==> config.mk <==
export PLATFORM = sky130hd
export DESIGN_NAME = jump_motion_ctrl
export DESIGN_NICKNAME = d
export VERILOG_FILES = /design/src/rtl/jmp_pkg.sv /design/src/rtl/jmp_req_latch.sv /design/src/rtl/jmp_phase_fsm.sv /design/src/rtl/jmp_y_path.sv /design/src/rtl/jump_motion_ctrl.sv
export SDC_FILE = /design/constraint.sdc
export NUM_CORES = 1
export LEC_CHECK = 0
export BUFFER_PORTS_ARGS = -buffer_cell sky130_fd_sc_hd__buf_4
export CAP_MARGIN = 10
export CORE_MARGIN = 1.5
export CORE_UTILIZATION = 52
export DETAILED_ROUTE_END_ITERATION = 6
export PLACE_DENSITY = 0.77
export SLEW_MARGIN = 5
export SYNTH_ARGS = -nofsm -noshare
export SYNTH_HDL_FRONTEND = slang
export SYNTH_HIERARCHICAL = 1
export SYNTH_SLANG_ARGS = --single-unit
==> constraint.sdc <==
create_clock -name clk_i -period 5.7 [get_ports clk_i]
set_input_delay 0.855 -clock clk_i [delete_from_list [all_inputs] [get_ports clk_i]]
set_output_delay 0.855 -clock clk_i [all_outputs]
set_load 0.01 [all_outputs]
==> src/rtl/jmp_pkg.sv <==
package jmp_pkg;
  typedef enum logic [1:0] {
    PH_GROUND = 2'd0,
    PH_RISE   = 2'd1,
    PH_FALL   = 2'd2
  } phase_e;
endpackage

==> src/rtl/jmp_req_latch.sv <==
module jmp_req_latch (
  input  logic clk_i,
  input  logic rst_ni,
  input  logic tick_i,
  input  logic home_i,
  input  logic btn_i,
  input  logic land_i,
  output logic hold_o
);
  logic hold_q;

  always_ff @(posedge clk_i or negedge rst_ni) begin
    if (!rst_ni)          hold_q <= 1'b0;
    else if (tick_i) begin
      if (home_i)         hold_q <= 1'b0;
      else if (btn_i)     hold_q <= 1'b1;
      else if (land_i)    hold_q <= 1'b0;
    end
  end

  assign hold_o = hold_q;
endmodule

==> src/rtl/jmp_phase_fsm.sv <==
module jmp_phase_fsm
  import jmp_pkg::*;
(
  input  logic   clk_i,
  input  logic   rst_ni,
  input  logic   tick_i,
  input  logic   home_i,
  input  logic   go_i,
  input  logic   apex_i,
  input  logic   land_i,
  output phase_e phase_o
);
  phase_e phase_q, phase_d;

  always_comb begin
    phase_d = phase_q;
    if (home_i) phase_d = PH_GROUND;
    else begin
      unique case (phase_q)
        PH_GROUND: if (go_i)   phase_d = PH_RISE;
        PH_RISE:   if (apex_i) phase_d = PH_FALL;
        PH_FALL:   if (land_i) phase_d = PH_GROUND;
        default:               phase_d = PH_GROUND;
      endcase
    end
  end

  always_ff @(posedge clk_i or negedge rst_ni) begin
    if (!rst_ni)     phase_q <= PH_GROUND;
    else if (tick_i) phase_q <= phase_d;
  end

  assign phase_o = phase_q;
endmodule

==> src/rtl/jmp_y_path.sv <==
module jmp_y_path
  import jmp_pkg::*;
#(
  parameter int COORD_W = 11,
  parameter int REST_Y  = 664,
  parameter int APEX_Y  = 164,
  parameter int STEP    = 10
) (
  input  logic               clk_i,
  input  logic               rst_ni,
  input  logic               tick_i,
  input  logic               home_i,
  input  phase_e             phase_i,
  output logic [COORD_W-1:0] y_o,
  output logic               apex_o,
  output logic               land_o
);
  localparam logic [COORD_W-1:0] REST_C = COORD_W'(REST_Y);
  localparam logic [COORD_W-1:0] APEX_C = COORD_W'(APEX_Y);
  localparam logic [COORD_W-1:0] STEP_C = COORD_W'(STEP);
  localparam logic [COORD_W:0]   REST_E = (COORD_W+1)'(REST_Y);

  logic [COORD_W-1:0] y_q, y_d;
  logic [COORD_W:0]   y_down;

  // widened so the landing compare cannot wrap
  assign y_down = {1'b0, y_q} + {1'b0, STEP_C};
  assign apex_o = (y_q <= APEX_C);
  assign land_o = (y_down >= REST_E);

  always_comb begin
    y_d = y_q;
    if (home_i) y_d = REST_C;
    else begin
      unique case (phase_i)
        PH_RISE: if (!apex_o) y_d = y_q - STEP_C;
        PH_FALL: y_d = land_o ? REST_C : y_down[COORD_W-1:0];
        default: y_d = y_q;
      endcase
    end
  end

  always_ff @(posedge clk_i or negedge rst_ni) begin
    if (!rst_ni)     y_q <= REST_C;
    else if (tick_i) y_q <= y_d;
  end

  assign y_o = y_q;
endmodule

==> src/rtl/jump_motion_ctrl.sv <==
module jump_motion_ctrl
  import jmp_pkg::*;
#(
  parameter int COORD_W  = 11,
  parameter int FLOOR_Y  = 696,
  parameter int SPRITE_H = 32,
  parameter int APEX_Y   = 164,
  parameter int STEP     = 10,
  parameter int HOME_X   = 503
) (
  input  logic               clk_i,
  input  logic               rst_ni,
  input  logic               tick_i,
  input  logic               reset_btn_i,
  input  logic               jump_btn_i,
  output logic [COORD_W-1:0] pos_x_o,
  output logic [COORD_W-1:0] pos_y_o,
  output logic               busy_o
);
  localparam int REST_Y = FLOOR_Y - SPRITE_H;

  phase_e phase;
  logic   hold, go, apex, land_raw, land_evt;

  assign go       = jump_btn_i | hold;
  assign land_evt = (phase == PH_FALL) & land_raw;

  jmp_req_latch u_req (
    .clk_i  (clk_i),
    .rst_ni (rst_ni),
    .tick_i (tick_i),
    .home_i (reset_btn_i),
    .btn_i  (jump_btn_i),
    .land_i (land_evt),
    .hold_o (hold)
  );

  jmp_phase_fsm u_fsm (
    .clk_i   (clk_i),
    .rst_ni  (rst_ni),
    .tick_i  (tick_i),
    .home_i  (reset_btn_i),
    .go_i    (go),
    .apex_i  (apex),
    .land_i  (land_raw),
    .phase_o (phase)
  );

  jmp_y_path #(
    .COORD_W (COORD_W),
    .REST_Y  (REST_Y),
    .APEX_Y  (APEX_Y),
    .STEP    (STEP)
  ) u_y (
    .clk_i   (clk_i),
    .rst_ni  (rst_ni),
    .tick_i  (tick_i),
    .home_i  (reset_btn_i),
    .phase_i (phase),
    .y_o     (pos_y_o),
    .apex_o  (apex),
    .land_o  (land_raw)
  );

  assign pos_x_o = COORD_W'(HOME_X);
  assign busy_o  = (phase != PH_GROUND);
endmodule

==> flow_summary.yaml <==
status:
  status: "complete, no violations"
routing:
  route.antenna.remaining_nets: 0
  route.final.wire_length_um: 3085
  router_iterations_before_antenna_repair: 4
  dr.first_iter.drc_count: 32
  drc_errors: 0
  wl_per_cell_um: 15.74
  vias_per_cell: 6.398
  detailroute.via_count: 1254
final_layout:
  final_cell_mix: "sky130_fd_sc_hd__buf_4 (15), sky130_fd_sc_hd__nor2_1 (15), sky130_fd_sc_hd__conb_1 (12)"
  area_growth_syn_to_layout_pct: 4.887
  multiInputGateArea_um2: 863.3
  register_area_um2: 330.3
  drive_above_1_share_pct: 23.49
  number_of_non_filler_instances_in_the_completed_layout: 196
  layout.filler_cells: 225
  insertedDiodeCount: 0
  nNetsFinal: 174
timing:
  hold_violations: 0
  slew_headroom_pct: 58.13
  timing.setup.tns_ns: 0
  maxClockFrequency_mhz: 400.4
  final_max_slew_viol_count: 0
  post-route-min-period_ns: 2.497
  worst_pin_slew_ns: 0.6281
  final_min_period_over_clock_period_pct: 43.81
  timing.clock.skew_ns: 0.002457
  final.setup.worst_slack_ns: 3.203
  finalSetupViolations: 0
  setup_repair_after_global_routing_missed_its_margin: "false"
worst_setup_path:
  critPathCaptureType: "flop"
  worst-r2r-cell-count: 7
  path_class: "reg -> reg"
  cp_data_arrival_time_ns: 2.67
  worst_path_cell_with_the_longest_stage_delay: "sky130_fd_sc_hd__dfrtp_1"
  cpPeakStageDelay_ns: 0.51
  worstPathRequired_ns: 5.87
  critical_path.startpoint_type: "flop"
  cp_cell_sequence: "ha_1, o211a_1, nand2_1, xor2_1, a211oi_4, nor3_4, a221o_1"
  critical_path.max_fanout: 9
synth:
  sequential_element_share_of_the_synthesized_area_pct: 24.81
  synth-main-ff-cell: "sky130_fd_sc_hd__dfrtp_1"
  xor_and_xnor_area_share_after_synthesis_pct: 1.974
  synth-simple-area-share_pct: 27.44
  synth.mux.area_fraction_pct: 2.444
  synth.cell_area_um2: 1331
  synth.avg_cell_area_um2: 8.426
  combinational_family_with_the_most_area_after_synthesis: "compound AO/OA/AOI/OAI gates"
  synth_compound_area_share_pct: 27.73
  count_of_cell_types_in_the_netlist: 62
  share_of_synthesized_registers_carrying_an_async_set_or_reset_pct: 100.0
  post_synthesis_share_of_cell_area_spent_on_full_adders_half_adders_and_majority_gates_pct: 1.880
  synth-seq-cells: 13
  post_synth_inst_count: 158
  synthDominantAreaCellType: "sky130_fd_sc_hd__dfrtp_1"
  synth-edff-count: 0
  yosys_warnings: 6
  post_synth_main_area_contributors: "sky130_fd_sc_hd__dfrtp_1 (17%), sky130_fd_sc_hd__buf_4 (7.9%), sky130_fd_sc_hd__dfstp_2 (7.9%)"
  yosys.area.top_type_share_pct: 16.92
job:
  drv_cap: 0
clocking:
  postCtsSetupBuffers: 0
  post_cts_resized: 0
  clkTransAtPathRegs_ns: 0.09
  cts_htree_levels: 1
  postCtsHoldBufs: 0
  clock_sink_count: 13
  clk_root_buffer_cell: "sky130_fd_sc_hd__clkbuf_4"
  max-clock-path-buffers: 2
  cts_buffers: 3
  cts_tree: "built"
  clock_insertion_delay_worst_skew_ns: 0.28
global_route:
  first_global_vias: 1085
  grt_first_pass_wirelength_um: 5023
  grt_overflow: 0
  grt_use_total_pct: 24.18
  antenna_violations_before_repair: 0
  grt_start_max_net_pins: 17
floorplanning:
  floorplan.die.width_um: 53.60
  placementRows: 18
  die_height_um: 53.60
  floorplan.core_area_um2: 2455
  dieArea_um2: 2872
  ioPinCount: 28
  initial_utilization_pct: 54.23
power:
  powerDensity_nw_per_um2: 449.0
  irDropWorstVdd_mv: 0.2914
  p_total_mw: 0.6270
  power_leakage_nw: 0.5769
placement:
  place.detailed.instances: 192
  numPortBuffers: 15
  pre_cts_ws_ns: 3.265
  gp_congestion: 0.8650
  place_hpwl_um: 2158
hold_path:
  hp-class: "in -> async"
## per-stage QoR
stage | utilization (%) | hold WS (ns) | cell area, µm²
floorplan | - | 0.5193 | 1365
global placement | 55.81 | 0.5327 | 1370
detailed placement | 55.81 | 0.5400 | 1370
CTS | 56.88 | 0.3990 | 1396
global route | 56.88 | 0.4034 | 1396
finish | 56.88 | 0.3972 | 1396
## logic make-up (layout without fill, tap and decap cells)
family | Yosys count | count (layout)
adders and majority gates | 2 | 2
muxes | 3 | 3
and+or+nand+nor | 63 | 63
buffers and inverters | 27 | 26
AOI/OAI and AO/OA | 44 | 44
xor gates and xnor gates | 3 | 3
DFF | 13 | 13
other | 3 | 12
## synthesized netlist by cell type, types with 3 or more instances
cell / instances
sky130_fd_sc_hd__inv_1: 7
sky130_fd_sc_hd__a221o_1: 3
sky130_fd_sc_hd__nand2b_1: 3
sky130_fd_sc_hd__dfstp_2: 4
sky130_fd_sc_hd__nor2_1: 15
sky130_fd_sc_hd__nor3_1: 8
sky130_fd_sc_hd__o32ai_1: 3
sky130_fd_sc_hd__dfrtp_1: 9
sky130_fd_sc_hd__nor2b_1: 4
sky130_fd_sc_hd__o21ai_0: 4
sky130_fd_sc_hd__a21oi_1: 5
sky130_fd_sc_hd__a31oi_1: 5
sky130_fd_sc_hd__or2_1: 3
sky130_fd_sc_hd__buf_4: 14
sky130_fd_sc_hd__nand2_1: 7
sky130_fd_sc_hd__conb_1: 3
sky130_fd_sc_hd__or2_2: 4
## cell type report
type                    instances  share of cell area, %
repair buffers                 15                  8.065
flip-flops and latches         13                  23.66
well taps                      30                  2.688
multi-input cells             127                  61.83
inverters                       7                  1.882
clock buffers                   4                  1.882
## critical path: cells and delay by family, from the launching register on
kind / cells / cell delay, ns
compound gates: 3 / 1.05
flops: 1 / 0.51
fa+ha+maj: 1 / 0.36
simple gates: 2 / 0.26
xor+xnor: 1 / 0.21
## power breakdown
group	internal [mW]	switching (mW)
sequential	0.133	0.0982
combinational	0.159	0.175
clock	0.0272	0.0339
## routing by layer
metal  vias up  wire length [µm]  global-route usage [%]
met5         -                 0                       0
met4         0                59                   11.97
met3         7               216                   3.056
met2        56              1502                   39.71
met1       610              1306                   31.21
li1        581                 -                       -
## sequential cells by signal, indices dropped and copies added (netlist names)
name           cells
u_y/y_o           10
u_req/hold_o       1
u_fsm/phase_o      2
## path summary, 6_finish.rpt
path / from / end / slack [ns]
setup reg to reg: u_y/y_o[2]$_DFFE_PN0P_ / u_y/y_o[8]$_DFFE_PN0P_ / 3.20
min in group clk_i: u_req/hold_o$_DFFE_PN0P_ / u_req/hold_o$_DFFE_PN0P_ / 0.55
setup / recovery: u_y/y_o[2]$_DFFE_PN0P_ / u_y/y_o[8]$_DFFE_PN0P_ / 3.20
hold / removal: rst_ni / u_y/y_o[5]$_DFFE_PN0P_ / 0.40
hold reg to reg: u_req/hold_o$_DFFE_PN0P_ / u_req/hold_o$_DFFE_PN0P_ / 0.55
max in group asynchronous: rst_ni / u_y/y_o[9]$_DFFE_PN1P_ / 5.06
No activity file was read; power rests on OpenSTA's default activity.
